### src/rtl/dmr_pkg.sv
package dmr_pkg;

  localparam int CODE_W = 4;

  typedef struct packed {
    logic ext;
    logic s0_tx;
    logic s0_rx;
    logic s1_tx;
    logic s1_rx;
    logic tmr;
  } req_t;

  function automatic logic is_auto(logic [CODE_W-1:0] code);
    return (code == 4'h4) || (code == 4'h5) || (code == 4'h6);
  endfunction

  // Fixed source table; unlisted codes are reserved and never fire.
  function automatic logic code_hit(logic [CODE_W-1:0] code, req_t r);
    logic hit;
    case (code)
      4'h0, 4'h2, 4'h3: hit = r.ext;
      4'h4, 4'h5, 4'h6: hit = 1'b1;
      4'h8:             hit = r.s0_tx;
      4'h9:             hit = r.s0_rx;
      4'hA:             hit = r.s1_tx;
      4'hB:             hit = r.s1_rx;
      4'hC, 4'hD, 4'hE: hit = r.tmr;
      default:          hit = 1'b0;
    endcase
    return hit;
  endfunction

endpackage

### src/rtl/dmr_gate.sv
module dmr_gate
  import dmr_pkg::*;
#(
  parameter int OPER_W = 3
) (
  input  logic [OPER_W-1:0] op_ctrl_i,
  input  logic              ext_req_i,
  input  logic              ser0_tx_i,
  input  logic              ser0_rx_i,
  input  logic              ser1_tx_i,
  input  logic              ser1_rx_i,
  input  logic              tmr_cap_i,
  output logic              go_o,
  output req_t              req_o
);

  localparam logic [OPER_W-1:0] OPER_RUN = OPER_W'(1);

  always_comb begin
    go_o        = (op_ctrl_i == OPER_RUN);
    req_o.ext   = ext_req_i;
    req_o.s0_tx = ser0_tx_i;
    req_o.s0_rx = ser0_rx_i;
    req_o.s1_tx = ser1_tx_i;
    req_o.s1_rx = ser1_rx_i;
    req_o.tmr   = tmr_cap_i;
  end

endmodule

### src/rtl/dmr_slot.sv
module dmr_slot
  import dmr_pkg::*;
(
  input  logic              clk_i,
  input  logic              rst_ni,
  input  logic              go_i,
  input  logic              en_i,
  input  logic              end_i,
  input  logic [CODE_W-1:0] code_i,
  input  req_t              req_i,
  output logic              start_o
);

  logic elig;
  logic start_q;

  assign elig = go_i & en_i & ~end_i;

  always_ff @(posedge clk_i or negedge rst_ni) begin
    if (!rst_ni) start_q <= 1'b0;
    else         start_q <= elig & code_hit(code_i, req_i);
  end

  assign start_o = start_q;

  AST_INELIG_SILENT: assert property (@(posedge clk_i) disable iff (!rst_ni)
    (!en_i || end_i) |=> !start_o);

  AST_AUTO_RUN: assert property (@(posedge clk_i) disable iff (!rst_ni)
    (go_i && en_i && !end_i && code_i >= 4'h4 && code_i <= 4'h6) |=> start_o);

  AST_RESERVED_SILENT: assert property (@(posedge clk_i) disable iff (!rst_ni)
    (code_i == 4'h1 || code_i == 4'h7 || code_i == 4'hF) |=> !start_o);

  AST_NO_SPURIOUS: assert property (@(posedge clk_i) disable iff (!rst_ni)
    (req_i == '0 && !is_auto(code_i)) |=> !start_o);

endmodule

### src/rtl/dma_req_dispatch.sv
module dma_req_dispatch
  import dmr_pkg::*;
#(
  parameter int NUM_CH = 4,
  parameter int OPER_W = 3
) (
  input  logic                     clk_i,
  input  logic                     rst_ni,
  input  logic [OPER_W-1:0]        op_ctrl_i,
  input  logic [NUM_CH-1:0]        ch_en_i,
  input  logic [NUM_CH-1:0]        ch_end_i,
  input  logic [NUM_CH*CODE_W-1:0] ch_code_i,
  input  logic                     ext_req_i,
  input  logic                     ser0_tx_i,
  input  logic                     ser0_rx_i,
  input  logic                     ser1_tx_i,
  input  logic                     ser1_rx_i,
  input  logic                     tmr_cap_i,
  output logic [NUM_CH-1:0]        start_o
);

  localparam logic [OPER_W-1:0] OPER_RUN = OPER_W'(1);

  logic go;
  req_t req;

  dmr_gate #(.OPER_W(OPER_W)) u_gate (
    .op_ctrl_i (op_ctrl_i),
    .ext_req_i (ext_req_i),
    .ser0_tx_i (ser0_tx_i),
    .ser0_rx_i (ser0_rx_i),
    .ser1_tx_i (ser1_tx_i),
    .ser1_rx_i (ser1_rx_i),
    .tmr_cap_i (tmr_cap_i),
    .go_o      (go),
    .req_o     (req)
  );

  for (genvar g = 0; g < NUM_CH; g++) begin : g_ch
    dmr_slot u_slot (
      .clk_i   (clk_i),
      .rst_ni  (rst_ni),
      .go_i    (go),
      .en_i    (ch_en_i[g]),
      .end_i   (ch_end_i[g]),
      .code_i  (ch_code_i[g*CODE_W +: CODE_W]),
      .req_i   (req),
      .start_o (start_o[g])
    );
  end

  // All channels eligible and timer-coded: used only by the fan-out check.
  logic [NUM_CH-1:0] tmr_ready;
  always_comb begin
    for (int i = 0; i < NUM_CH; i++) begin
      tmr_ready[i] = ch_en_i[i] && !ch_end_i[i] &&
                     (ch_code_i[i*CODE_W +: CODE_W] >= 4'hC) &&
                     (ch_code_i[i*CODE_W +: CODE_W] <= 4'hE);
    end
  end

  AST_GATE_OFF: assert property (@(posedge clk_i) disable iff (!rst_ni)
    (op_ctrl_i != OPER_RUN) |=> (start_o == '0));

  AST_TMR_FANOUT: assert property (@(posedge clk_i) disable iff (!rst_ni)
    (op_ctrl_i == OPER_RUN && tmr_cap_i && (&tmr_ready)) |=> (&start_o));

endmodule

### config.mk
export PLATFORM = sky130hd
export DESIGN_NAME = dma_req_dispatch
export DESIGN_NICKNAME = d
export VERILOG_FILES = /design/src/rtl/dmr_pkg.sv /design/src/rtl/dmr_gate.sv /design/src/rtl/dmr_slot.sv /design/src/rtl/dma_req_dispatch.sv
export SDC_FILE = /design/constraint.sdc
export NUM_CORES = 1
export LEC_CHECK = 0
export ABC_AREA = 0
export BUFFER_PORTS_ARGS = -buffer_cell sky130_fd_sc_hd__buf_2
export CAP_MARGIN = 20
export CORE_AREA = 2 2 39 41
export CTS_CLUSTER_SIZE = 12
export DETAILED_ROUTE_END_ITERATION = 8
export DIE_AREA = 0 0 41 43
export PLACE_DENSITY = 0.78
export SKIP_LAST_GASP = 1
export SYNTH_ARGS = -nofsm -noshare
export SYNTH_HDL_FRONTEND = slang
export SYNTH_SLANG_ARGS = --single-unit
### constraint.sdc
create_clock -name clk_i -period 2.28 [get_ports clk_i]
set_clock_uncertainty 0.2 [all_clocks]
set_input_delay 0.342 -clock clk_i [delete_from_list [all_inputs] [get_ports clk_i]]
set_output_delay 0.342 -clock clk_i [all_outputs]
set_load 0.02 [all_outputs]
==> flow_summary.json <==
{
  "switching_power_mw": 0.0748,
  "drv_cap": 0,
  "slowest_stage": "nor3b_1",
  "grt_usage_pct": 18.7,
  "area_growth_pct": 45.6,
  "setup_viol": 0,
  "viasPerCell": 5.32,
  "critPathTopFamily": "simple AND/OR/NAND/NOR gates",
  "p_leak_nw": 0.369,
  "cts_tree": "built",
  "status": "completed",
  "hold_class": "input port to register",
  "finalWorstSetupSlack_ps": 890,
  "cts_buffers": 3,
  "die_h_um": 43,
  "ys_seq_area_share_pct": 21.4,
  "grt_pass1_vias": 581,
  "syn-cell-area_um2": 467,
  "drc_errors": 0,
  "crit_chain": "buf_2 -> nor3b_1 -> o2111ai_1 -> a311oi_1",
  "comb_power_share_pct": 33.9,
  "path_buf_inv": 1,
  "ant_nets": 0,
  "largest_reg_flops": 4,
  "final_util_pct": 49.1,
  "ys_types": 29,
  "place_congestion": 0.786,
  "cts_root_buffer": "clkbuf_4",
  "grt_setup_unrepaired": "no",
  "overflow": 0,
  "num_antenna_cells": 0,
  "cpPeakStageDelay_ps": 450,
  "grt_pass1_wl_um": 2280,
  "first_iter_violations": 6,
  "crit_fanout": 4,
  "via_count": 607,
  "finalCritPeriodShare_pct": 61.0,
  "period_needed_ps": 1390,
  "drive_gt1_share_pct": 43.9,
  "worstSetupPathType": "input port to register",
  "fin_tns_setup_ps": 0,
  "final_common_cell": "buf_2",
  "syn_inst": 60,
  "clk_pin_slew_ps": 40,
  "syn-num-nets": 95,
  "arrival_ps": 1340,
  "finish.net_count": 135,
  "io_pins": 39,
  "max_freq_mhz": 719,
  "cp.required_ps": 2230,
  "cts.sinks": 4,
  "syn_area_per_cell_um2": 7.78,
  "worst_pin_slew_ps": 515,
  "port-buffer-count": 38,
  "drt_wl_total_um": 1370,
  "dp_slack_ps": 634,
  "layout_common_cells": "38 x buf_2, 8 x inv_1",
  "clock_path_buffers": 2,
  "hold_viol_final": 0,
  "max-vdd-ir-drop_mv": 0.150,
  "ys_ff_latch": 4,
  "die_area_mm2": 0.00176,
  "start_util_pct": 33.7,
  "wl_per_cell_um": 12.0,
  "maxSlewHeadroom_pct": 65.6,
  "antenna_found_initial": 0,
  "cp-end-kind": "register",
  "p_sw_share_pct": 29.9,
  "critical_path.startpoint_type": "input port",
  "firstDrtPassIters": 4,
  "core_area_mm2": 0.00138,
  "cts_resized": 0,
  "maxSlewViolCount": 0,
  "synth.yosys.warnings": 0,
  "die_w_um": 41,
  "p_int_mw": 0.175,
  "core.rowCount": 14,
  "htreeDepth": 1,
  "seq_power_share_pct": 28.9,
  "grt_max_degree": 7,
  "power.density_mw_per_mm2": 368,
  "hpwl_um": 1160,
  "p_clk_share_pct": 37.1
}
cell type report:
class | instances | area [um2]
clock buffer | 3 | 22.5
sequential | 4 | 100
fill | 154 | 704
tap | 16 | 20.0
inverter | 8 | 30.0
timing repair buffer | 39 | 200
multi-input combinational | 44 | 307
final timing paths:
kind | start | to | slack, ps | cells past startpoint
hold / removal | ch_code_i[6] | g_ch[1].u_slot.start_o | 130 | 2
min in group asynchronous | rst_ni | g_ch[1].u_slot.start_o | 240 | 2
max in group asynchronous | rst_ni | g_ch[0].u_slot.start_o | 1520 | 2
setup / recovery | op_ctrl_i[2] | g_ch[3].u_slot.start_o | 890 | 4
per-stage QoR:
step	cells	total power [mW]	hold slack, ps	cell area [um2]
after global placement	110	0.154	-50.6	647
after global routing	114	0.266	139	679
after floorplan	60	0.108	-154	467
after CTS	114	0.252	127	679
final	114	0.250	127	679
after detailed placement	110	0.157	-46.7	647
layer usage:
layer	GRT usage, %	up-vias	part of all wire [%]
met5	0	-	0
met4	8.00	0	1.6
met3	1.57	3	6.7
met2	32.8	22	52
met1	21.2	278	39
li1	-	304	-
repair_timing:
action,CTS,global route
hold endpoints to repair,4,0
hold buffers,1,0
buffers inserted,0,0
cell usage after synthesis:
cell	instances	share of area, %
a32oi_1	1	1.9
a31oi_1	2	2.7
dfrtp_1	4	21
o22ai_1	2	2.7
mux2_2	1	2.4
a211oi_1	1	1.6
inv_1	8	6.4
and2_2	1	1.6
nor3_1	4	4.3
or4_1	1	1.6
nand2b_1	1	1.3
nand2_1	4	3.2
o21ai_0	1	1.1
nor4bb_1	1	2.1
a21o_1	2	3.2
a32o_1	1	2.1
a311oi_1	1	1.9
nand3_1	1	1.1
a21oi_1	4	4.3
buf_4	4	6.4
xnor2_1	1	1.9
nand4b_1	3	5.6
o21a_1	1	1.6
a22o_1	1	1.9
o2111ai_1	2	3.8
a221o_1	1	2.1
mux2i_1	3	6.4
nor3b_1	1	1.6
nor2_1	2	1.6
power groups by stage:
stage	sequential [mW]	combinational [mW]	clock (mW)
after global routing	0.0724	0.0956	0.0979
after global placement	0.0733	0.0810	0
after CTS	0.0723	0.0852	0.0946
final	0.0723	0.0848	0.0929
after floorplan	0.0733	0.0348	0
after detailed placement	0.0733	0.0835	0
logic make-up (layout without fill, tap and decap cells):
| kind of cell | Yosys count | in the layout | share of synthesized area, % |
|---|---|---|---|
| AOI/OAI and AO/OA | 20 | 20 | 30.8 |
| xor gates and xnor gates | 1 | 1 | 1.88 |
| buffers and inverters | 12 | 50 | 12.9 |
| DFF | 4 | 4 | 21.4 |
| muxes | 4 | 4 | 8.85 |
| and+or+nand+nor | 19 | 19 | 24.1 |
No activity file was read; power rests on OpenSTA's default activity.
